**src/rtl/duo_timer_pkg.sv**
```systemverilog
package duo_timer_pkg;

    typedef enum logic [2:0] {
        A_RELOAD0 = 3'd0,
        A_RELOAD1 = 3'd1,
        A_CTRL    = 3'd2,
        A_IRQCFG  = 3'd3,
        A_FLAGS   = 3'd4,
        A_CNT0    = 3'd5,
        A_CNT1    = 3'd6
    } reg_addr_e;

    typedef enum logic {
        CNT_HALT,
        CNT_RUN
    } cnt_state_e;

    typedef enum logic {
        LVL_LOW,
        LVL_HIGH
    } tog_state_e;

    // bit0 run0 ... bit6 pin_en
    typedef struct packed {
        logic pin_en;
        logic chsel;
        logic width1;
        logic width0;
        logic cascade;
        logic run1;
        logic run0;
    } ctrl_t;

endpackage

```
**src/rtl/dt_counter.sv**
```systemverilog
module dt_counter
    import duo_timer_pkg::*;
#(
    parameter int W = 8
) (
    input  logic         clk,
    input  logic         rst_n,
    input  logic         run,
    input  logic         tick,
    input  logic         reload_ok,
    input  logic [W-1:0] reload,
    output logic [W-1:0] count,
    output logic         uflow
);

    cnt_state_e state_q, state_d;
    logic       at_zero;

    always_comb begin
        at_zero = (count == '0);
        uflow   = (state_q == CNT_RUN) && run && tick && at_zero;
    end

    always_comb begin
        state_d = state_q;
        unique case (state_q)
            CNT_HALT: if (run)  state_d = CNT_RUN;
            CNT_RUN:  if (!run) state_d = CNT_HALT;
            default:            state_d = CNT_HALT;
        endcase
    end

    always_ff @(posedge clk or negedge rst_n) begin
        if (!rst_n) state_q <= CNT_HALT;
        else        state_q <= state_d;
    end

    always_ff @(posedge clk or negedge rst_n) begin
        if (!rst_n) begin
            count <= '0;
        end else if (state_q == CNT_HALT && run) begin
            count <= reload;
        end else if (state_q == CNT_RUN && run && tick) begin
            if (at_zero && reload_ok) count <= reload;
            else                      count <= count - W'(1);
        end
    end

    assert_reload_R1: assert property (@(posedge clk) disable iff (!rst_n)
        (uflow && reload_ok) |=> (count == $past(reload)));

    assert_hold_R2: assert property (@(posedge clk) disable iff (!rst_n)
        (state_q == CNT_RUN && run && !tick) |=> $stable(count));

endmodule

```
**src/rtl/dt_irq.sv**
```systemverilog
module dt_irq #(
    parameter int          LW   = 2,
    parameter int          VW   = 24,
    parameter logic [VW-1:0] VEC0 = 24'h000008,
    parameter logic [VW-1:0] VEC1 = 24'h000006
) (
    input  logic          clk,
    input  logic          rst_n,
    input  logic          set0,
    input  logic          set1,
    input  logic          clr0,
    input  logic          clr1,
    input  logic          en0,
    input  logic          en1,
    input  logic [LW-1:0] lvl0,
    input  logic [LW-1:0] lvl1,
    output logic          flag0,
    output logic          flag1,
    output logic          irq_req,
    output logic [LW-1:0] irq_level,
    output logic [VW-1:0] irq_vector
);

    logic req0, req1, pick1;

    always_ff @(posedge clk or negedge rst_n) begin
        if (!rst_n) begin
            flag0 <= 1'b0;
            flag1 <= 1'b0;
        end else begin
            flag0 <= set0 | (flag0 & ~clr0);
            flag1 <= set1 | (flag1 & ~clr1);
        end
    end

    always_comb begin
        req0    = flag0 & en0;
        req1    = flag1 & en1;
        pick1   = req1 & (!req0 || (lvl1 >= lvl0));
        irq_req = req0 | req1;
        if (pick1) begin
            irq_level  = lvl1;
            irq_vector = VEC1;
        end else if (req0) begin
            irq_level  = lvl0;
            irq_vector = VEC0;
        end else begin
            irq_level  = '0;
            irq_vector = '0;
        end
    end

    assert_set_wins_R3: assert property (@(posedge clk) disable iff (!rst_n)
        (set0 || set1) |=> ((flag0 || !$past(set0)) && (flag1 || !$past(set1))));

    assert_vec_t0_R5: assert property (@(posedge clk) disable iff (!rst_n)
        (irq_req && irq_vector == VEC0) |-> (flag0 && en0));

endmodule

```
**src/rtl/dt_tout.sv**
```systemverilog
module dt_tout
    import duo_timer_pkg::*;
#(
    parameter bit INV_OPT = 1'b1
) (
    input  logic clk,
    input  logic rst_n,
    input  logic src0,
    input  logic src1,
    input  logic sel1,
    input  logic pin_en,
    output logic tout_pin,
    output logic tout_n_pin
);

    tog_state_e state_q, state_d;
    logic       pulse;

    always_comb begin
        pulse   = sel1 ? src1 : src0;
        state_d = state_q;
        unique case (state_q)
            LVL_LOW:  if (pulse) state_d = LVL_HIGH;
            LVL_HIGH: if (pulse) state_d = LVL_LOW;
            default:             state_d = LVL_LOW;
        endcase
    end

    always_ff @(posedge clk or negedge rst_n) begin
        if (!rst_n) state_q <= LVL_LOW;
        else        state_q <= state_d;
    end

    always_comb begin
        tout_pin = pin_en && (state_q == LVL_HIGH);
        if (INV_OPT) tout_n_pin = pin_en && (state_q == LVL_LOW);
        else         tout_n_pin = 1'b0;
    end

    assert_toggle_R7: assert property (@(posedge clk) disable iff (!rst_n)
        pulse |=> (state_q != $past(state_q)));

    assert_no_glitch_R9: assert property (@(posedge clk) disable iff (!rst_n)
        !pulse |=> $stable(state_q));

endmodule

```
**src/rtl/duo_timer.sv**
```systemverilog
module duo_timer
    import duo_timer_pkg::*;
#(
    parameter int          CW      = 8,
    parameter int          LW      = 2,
    parameter int          VW      = 24,
    parameter logic [VW-1:0] VEC_T0  = 24'h000008,
    parameter logic [VW-1:0] VEC_T1  = 24'h000006,
    parameter bit          INV_OPT = 1'b1
) (
    input  logic          clk,
    input  logic          rst_n,
    input  logic          wr_en,
    input  logic [2:0]    wr_addr,
    input  logic [CW-1:0] wr_data,
    input  logic [2:0]    rd_addr,
    output logic [CW-1:0] rd_data,
    input  logic          clk_en,
    input  logic          evt_in,
    output logic          irq_req,
    output logic [LW-1:0] irq_level,
    output logic [VW-1:0] irq_vector,
    output logic          tout_pin,
    output logic          tout_n_pin
);

    localparam int CTRL_W = $bits(ctrl_t);
    localparam int L0_LSB = 2;
    localparam int L1_LSB = 2 + LW;

    logic [CW-1:0] reload0_q, reload1_q;
    ctrl_t         ctrl_q;
    logic          en0_q, en1_q;
    logic [LW-1:0] lvl0_q, lvl1_q;

    logic [CW-1:0] cnt0, cnt1;
    logic          uflow0, uflow1;
    logic          tick0, tick1, run1_eff, rok0, zero1;
    logic          clr0, clr1, flag0, flag1;

    always_ff @(posedge clk or negedge rst_n) begin
        if (!rst_n) begin
            reload0_q <= '0;
            reload1_q <= '0;
            ctrl_q    <= '0;
            en0_q     <= 1'b0;
            en1_q     <= 1'b0;
            lvl0_q    <= '0;
            lvl1_q    <= '0;
        end else if (wr_en) begin
            unique case (reg_addr_e'(wr_addr))
                A_RELOAD0: reload0_q <= wr_data;
                A_RELOAD1: reload1_q <= wr_data;
                A_CTRL:    ctrl_q    <= ctrl_t'(wr_data[CTRL_W-1:0]);
                A_IRQCFG: begin
                    en0_q  <= wr_data[0];
                    en1_q  <= wr_data[1];
                    lvl0_q <= wr_data[L0_LSB +: LW];
                    lvl1_q <= wr_data[L1_LSB +: LW];
                end
                default: ;
            endcase
        end
    end

    always_comb begin
        clr0 = wr_en && (wr_addr == A_FLAGS) && wr_data[0];
        clr1 = wr_en && (wr_addr == A_FLAGS) && wr_data[1];
    end

    always_comb begin
        rd_data = '0;
        unique case (reg_addr_e'(rd_addr))
            A_RELOAD0: rd_data = reload0_q;
            A_RELOAD1: rd_data = reload1_q;
            A_CTRL:    rd_data[CTRL_W-1:0] = ctrl_q;
            A_IRQCFG: begin
                rd_data[0] = en0_q;
                rd_data[1] = en1_q;
                rd_data[L0_LSB +: LW] = lvl0_q;
                rd_data[L1_LSB +: LW] = lvl1_q;
            end
            A_FLAGS: begin
                rd_data[0] = flag0;
                rd_data[1] = flag1;
            end
            A_CNT0:  rd_data = cnt0;
            A_CNT1:  rd_data = cnt1;
            default: rd_data = '0;
        endcase
    end

    always_comb begin
        tick0    = clk_en && (!ctrl_q.width0 || evt_in);
        tick1    = ctrl_q.cascade ? uflow0
                                  : (clk_en && (!ctrl_q.width1 || evt_in));
        run1_eff = ctrl_q.cascade ? ctrl_q.run0 : ctrl_q.run1;
        zero1    = (cnt1 == '0);
        rok0     = !ctrl_q.cascade || zero1;
    end

    dt_counter #(.W(CW)) u_cnt0 (
        .clk       (clk),
        .rst_n     (rst_n),
        .run       (ctrl_q.run0),
        .tick      (tick0),
        .reload_ok (rok0),
        .reload    (reload0_q),
        .count     (cnt0),
        .uflow     (uflow0)
    );

    dt_counter #(.W(CW)) u_cnt1 (
        .clk       (clk),
        .rst_n     (rst_n),
        .run       (run1_eff),
        .tick      (tick1),
        .reload_ok (1'b1),
        .reload    (reload1_q),
        .count     (cnt1),
        .uflow     (uflow1)
    );

    dt_irq #(.LW(LW), .VW(VW), .VEC0(VEC_T0), .VEC1(VEC_T1)) u_irq (
        .clk        (clk),
        .rst_n      (rst_n),
        .set0       (uflow0 && !ctrl_q.cascade),
        .set1       (uflow1),
        .clr0       (clr0),
        .clr1       (clr1),
        .en0        (en0_q),
        .en1        (en1_q),
        .lvl0       (lvl0_q),
        .lvl1       (lvl1_q),
        .flag0      (flag0),
        .flag1      (flag1),
        .irq_req    (irq_req),
        .irq_level  (irq_level),
        .irq_vector (irq_vector)
    );

    dt_tout #(.INV_OPT(INV_OPT)) u_tout (
        .clk        (clk),
        .rst_n      (rst_n),
        .src0       (uflow0),
        .src1       (uflow1),
        .sel1       (ctrl_q.cascade || ctrl_q.chsel),
        .pin_en     (ctrl_q.pin_en),
        .tout_pin   (tout_pin),
        .tout_n_pin (tout_n_pin)
    );

    assert_casc_no_flag0_R6: assert property (@(posedge clk) disable iff (!rst_n)
        (ctrl_q.cascade && !flag0) |=> !flag0);

    assert_casc_borrow_R6: assert property (@(posedge clk) disable iff (!rst_n)
        (ctrl_q.cascade && uflow0 && !zero1) |=> (cnt0 == {CW{1'b1}}));

endmodule

```
**config.mk**
```make
export PLATFORM = sky130hd
export DESIGN_NAME = duo_timer
export DESIGN_NICKNAME = d
export VERILOG_FILES = /design/src/rtl/duo_timer_pkg.sv /design/src/rtl/dt_counter.sv /design/src/rtl/dt_irq.sv /design/src/rtl/dt_tout.sv /design/src/rtl/duo_timer.sv
export SDC_FILE = /design/constraint.sdc
export NUM_CORES = 1
export LEC_CHECK = 0
export CAP_MARGIN = 20
export CORE_UTILIZATION = 50
export CTS_CLUSTER_SIZE = 8
export DETAILED_ROUTE_END_ITERATION = 10
export DONT_BUFFER_PORTS = 1
export MAX_ROUTING_LAYER = met4
export PLACE_DENSITY_LB_ADDON = 0.08
export SLEW_MARGIN = 20
export SYNTH_ARGS = -nofsm -noshare
export SYNTH_HDL_FRONTEND = slang
export SYNTH_SLANG_ARGS = --single-unit
```
**constraint.sdc**
```tcl
create_clock -name clk -period 2.4 [get_ports clk]
set_input_delay 0.12 -clock clk [delete_from_list [all_inputs] [get_ports clk]]
set_output_delay 0.12 -clock clk [all_outputs]
set_load 0.02 [all_outputs]
```
==> metrics.yaml <==
layout_common_cells: "50 x dfrtp_1, 36 x mux2_2, 23 x nor2_1"
ys_ff_latch: 50
dr.pass1.iters: 5
yosysWarnings: 0
io_pins: 56
finalCritPeriodShare_pct: 91.4
synthCells: 324
via_per_inst: 6.08
place_area_um2: 3260
power_per_cell_area_nw_per_um2: 938
wire_per_inst_um: 19.3
place_ws_ns: 0.249
setup_slack_ns: 0.206
cts_root_buf: "clkbuf_8"
final_hold_viol_count: 0
crit_end: "u_cnt1.count[4]"
clkLatencyLatePin_ns: 0.31
die_area_um2: 6800
drive_above_1_share_pct: 21.8
dr_total_vias: 2518
max_slew_margin_pct: 45.1
path_clk_slew_ns: 0.10
yosysSeqAreaShare_pct: 38.6
io_buffers: 0
antenna_cells: 0
post-dp-hpwl_mm: 5.95
clockBufferDepth: 2
grt_use_total_pct: 26.8
cp.arrival_ns: 2.40
crit_family: "compound AO/OA/AOI/OAI gates"
cts_tree: "yes"
drv_cap: 0
power_uw: 3270
design_area_um2: 3490
postCtsSetupBuffers: 0
area_delta_synth_final_pct: 7.73
outcome: "complete, no violations"
ant_nets: 0
fp-row-count: 28
drt_iter0_drc: 172
hold_class: "in2reg"
nFillCells: 563
core_um2: 6100
finalSetupViolations: 0
path_max_fanout: 10
nNetsFinal: 363
drc: 0
p_leak_uw: 0.00143
end_kind: "flip-flop"
worstRegToRegCells: 7
grt-ovfl-total: 0
yosysUniqueCellTypes: 68
critical_path.max_stage_delay_ns: 0.52
r2r_start: "u_cnt1.count[0]"
ctsResizeCount: 0
slowest_stage: "or3b_2"
cp_num_buf_inv: 2
grt_antenna_before_repair: 0
async_reset_ff_share_pct: 100
skew_ns: 0.00489
numCtsBuffers: 5
worstSetupPathType: "reg2reg"
r2r_end: "u_cnt1.count[4]"
synth_area_per_cell_um2: 10.0
tightest_slew_ns: 0.814
rsz0062_at_grt: "false"
yosys_most_used_dff: "dfrtp_1"
final_common_cell: "dfrtp_1"
place_congestion: 0.892
die_w_um: 82.5
grt_max_degree: 51
cp.required_ns: 2.61
dieHeight_um: 82.5
cts_sinks: 50
grt_pass1_wl_mm: 12.9
r2r_slack_ns: 0.21
tns_ns: 0
cp-startpoint: "u_cnt1.count[0]"
ir_drop_mv: 0.413
h-tree-depth: 2
path_cells: "inv_1 -> ha_1 -> or3b_2 -> o22ai_2 -> buf_4 -> o211ai_1 -> o2bb2ai_1"
grt_pass1_vias: 2436
initial_core_util_pct: 53.1
critPathLaunchType: "flip-flop"
crit_cells: 7
postRouteWirelength_mm: 7.99
synth-edff-count: 0
slew_violations: 0
final.min_clock_period_ns: 2.19
synthesis.area_um2: 3240
whs_ns: 0.0125
fmax_mhz: 456
cell usage after synthesis (2+ instances only):
cell type | instances | area, um^2
dfrtp_1 | 50 | 1250
mux2_2 | 36 | 405
buf_4 | 23 | 173
nor2_1 | 23 | 86.3
nand2_1 | 19 | 71.3
a21oi_1 | 15 | 75.1
inv_1 | 10 | 37.5
o21ai_0 | 10 | 50.1
nand3_1 | 8 | 40.0
clkbuf_1 | 7 | 26.3
nor3_1 | 7 | 35.0
ha_1 | 6 | 75.1
mux2i_1 | 6 | 60.1
nor2b_1 | 6 | 37.5
nor4_1 | 6 | 37.5
o2bb2ai_1 | 6 | 52.6
a22oi_1 | 5 | 37.5
o211ai_1 | 5 | 37.5
nand4_1 | 4 | 25.0
a31oi_1 | 3 | 18.8
and2_1 | 3 | 18.8
and3_1 | 3 | 18.8
buf_2 | 3 | 15.0
nand2b_1 | 3 | 18.8
nor3b_1 | 3 | 22.5
or3_2 | 3 | 22.5
a211oi_1 | 2 | 15.0
a221oi_1 | 2 | 17.5
buf_1 | 2 | 7.51
mux4_2 | 2 | 45.0
nor4_2 | 2 | 25.0
o21a_1 | 2 | 15.0
o22ai_1 | 2 | 12.5
o31ai_1 | 2 | 15.0
or3_1 | 2 | 12.5
final cells by class:
cell class | instances | area (um^2) | share of cell area [%]
Inverter | 10 | 37.5 | 1.08
Sequential cell | 50 | 1250 | 35.9
Clock inverter | 3 | 21.3 | 0.610
Clock buffer | 5 | 68.8 | 1.97
Timing Repair Buffer | 22 | 213 | 6.10
Multi-Input combinational cell | 249 | 1800 | 51.7
Tap cell | 75 | 93.8 | 2.69
timing repair:
item | in CTS | in global routing
endpoints found under the setup margin | 0 | 0
hold endpoints to repair | 81 | 0
hold buffers | 12 | 0
routing by layer:
| metal | GRT usage (%) | routed length, um | up-vias | share of wire, % |
|---|---|---|---|---|
| met2 | 43.5 | 3810 | 83 | 48 |
| met5 | - | 0 | - | 0 |
| met4 | 5.17 | 63 | 0 | 0.79 |
| li1 | - | - | 1197 | - |
| met1 | 35.9 | 3710 | 1231 | 46 |
| met3 | 3.74 | 405 | 7 | 5.1 |
worst min path at each step:
stage,endpoint,cells past startpoint,startpoint
3_5_place_dp,u_cnt0.count[7],0,rst_n
2_1_floorplan,ctrl_q[0],0,rst_n
4_1_cts,u_irq.flag1,2,wr_en
5_1_grt,u_irq.flag1,2,wr_en
3_3_place_gp,u_cnt0.count[6],0,rst_n
6_report,u_irq.flag1,2,wr_en
power by group:
group	switching [uW]	internal, uW
registers	360	1090
logic	697	606
clock network	310	206
stage by stage:
stage / cells / util, %
6_report: 414 / 57.2
5_1_grt: 414 / 57.2
4_1_cts: 414 / 57.2
3_5_place_dp: 394 / 53.5
3_3_place_gp: 394 / 53.5
2_1_floorplan: 344 / -
worst register-to-register path: stages (launching register included):
cell and delay [ns]:
dfrtp_1 0.39, inv_1 0.10, ha_1 0.26, or3b_2 0.52, o22ai_2 0.35, buf_4 0.21, o211ai_1 0.11, o2bb2ai_1 0.15
registers in the layout, indices dropped and copies added (netlist names):
signal / flops
u_irq.flag0: 1
u_cnt1.count: 8
u_cnt0.state_q: 1
en1_q: 1
u_cnt1.state_q: 1
ctrl_q: 7
lvl0_q: 2
reload0_q: 8
u_cnt0.count: 8
u_tout.state_q: 1
u_irq.flag1: 1
lvl1_q: 2
reload1_q: 8
en0_q: 1
logic make-up (layout without fill, tap and decap cells):
logic type / count (synthesis) / count (layout) / share of synthesized area (%)
AOI/OAI and AO/OA: 76 / 76 / 17.8
xor gates and xnor gates: 1 / 1 / 0.270
adders and majority gates: 6 / 6 / 2.32
buffers and inverters: 45 / 40 / 8.00
DFF: 50 / 50 / 38.6
muxes: 45 / 45 / 16.2
other: 1 / 21 / 0.116
and+or+nand+nor: 100 / 100 / 16.7
No activity file was read; power rests on OpenSTA's default activity.
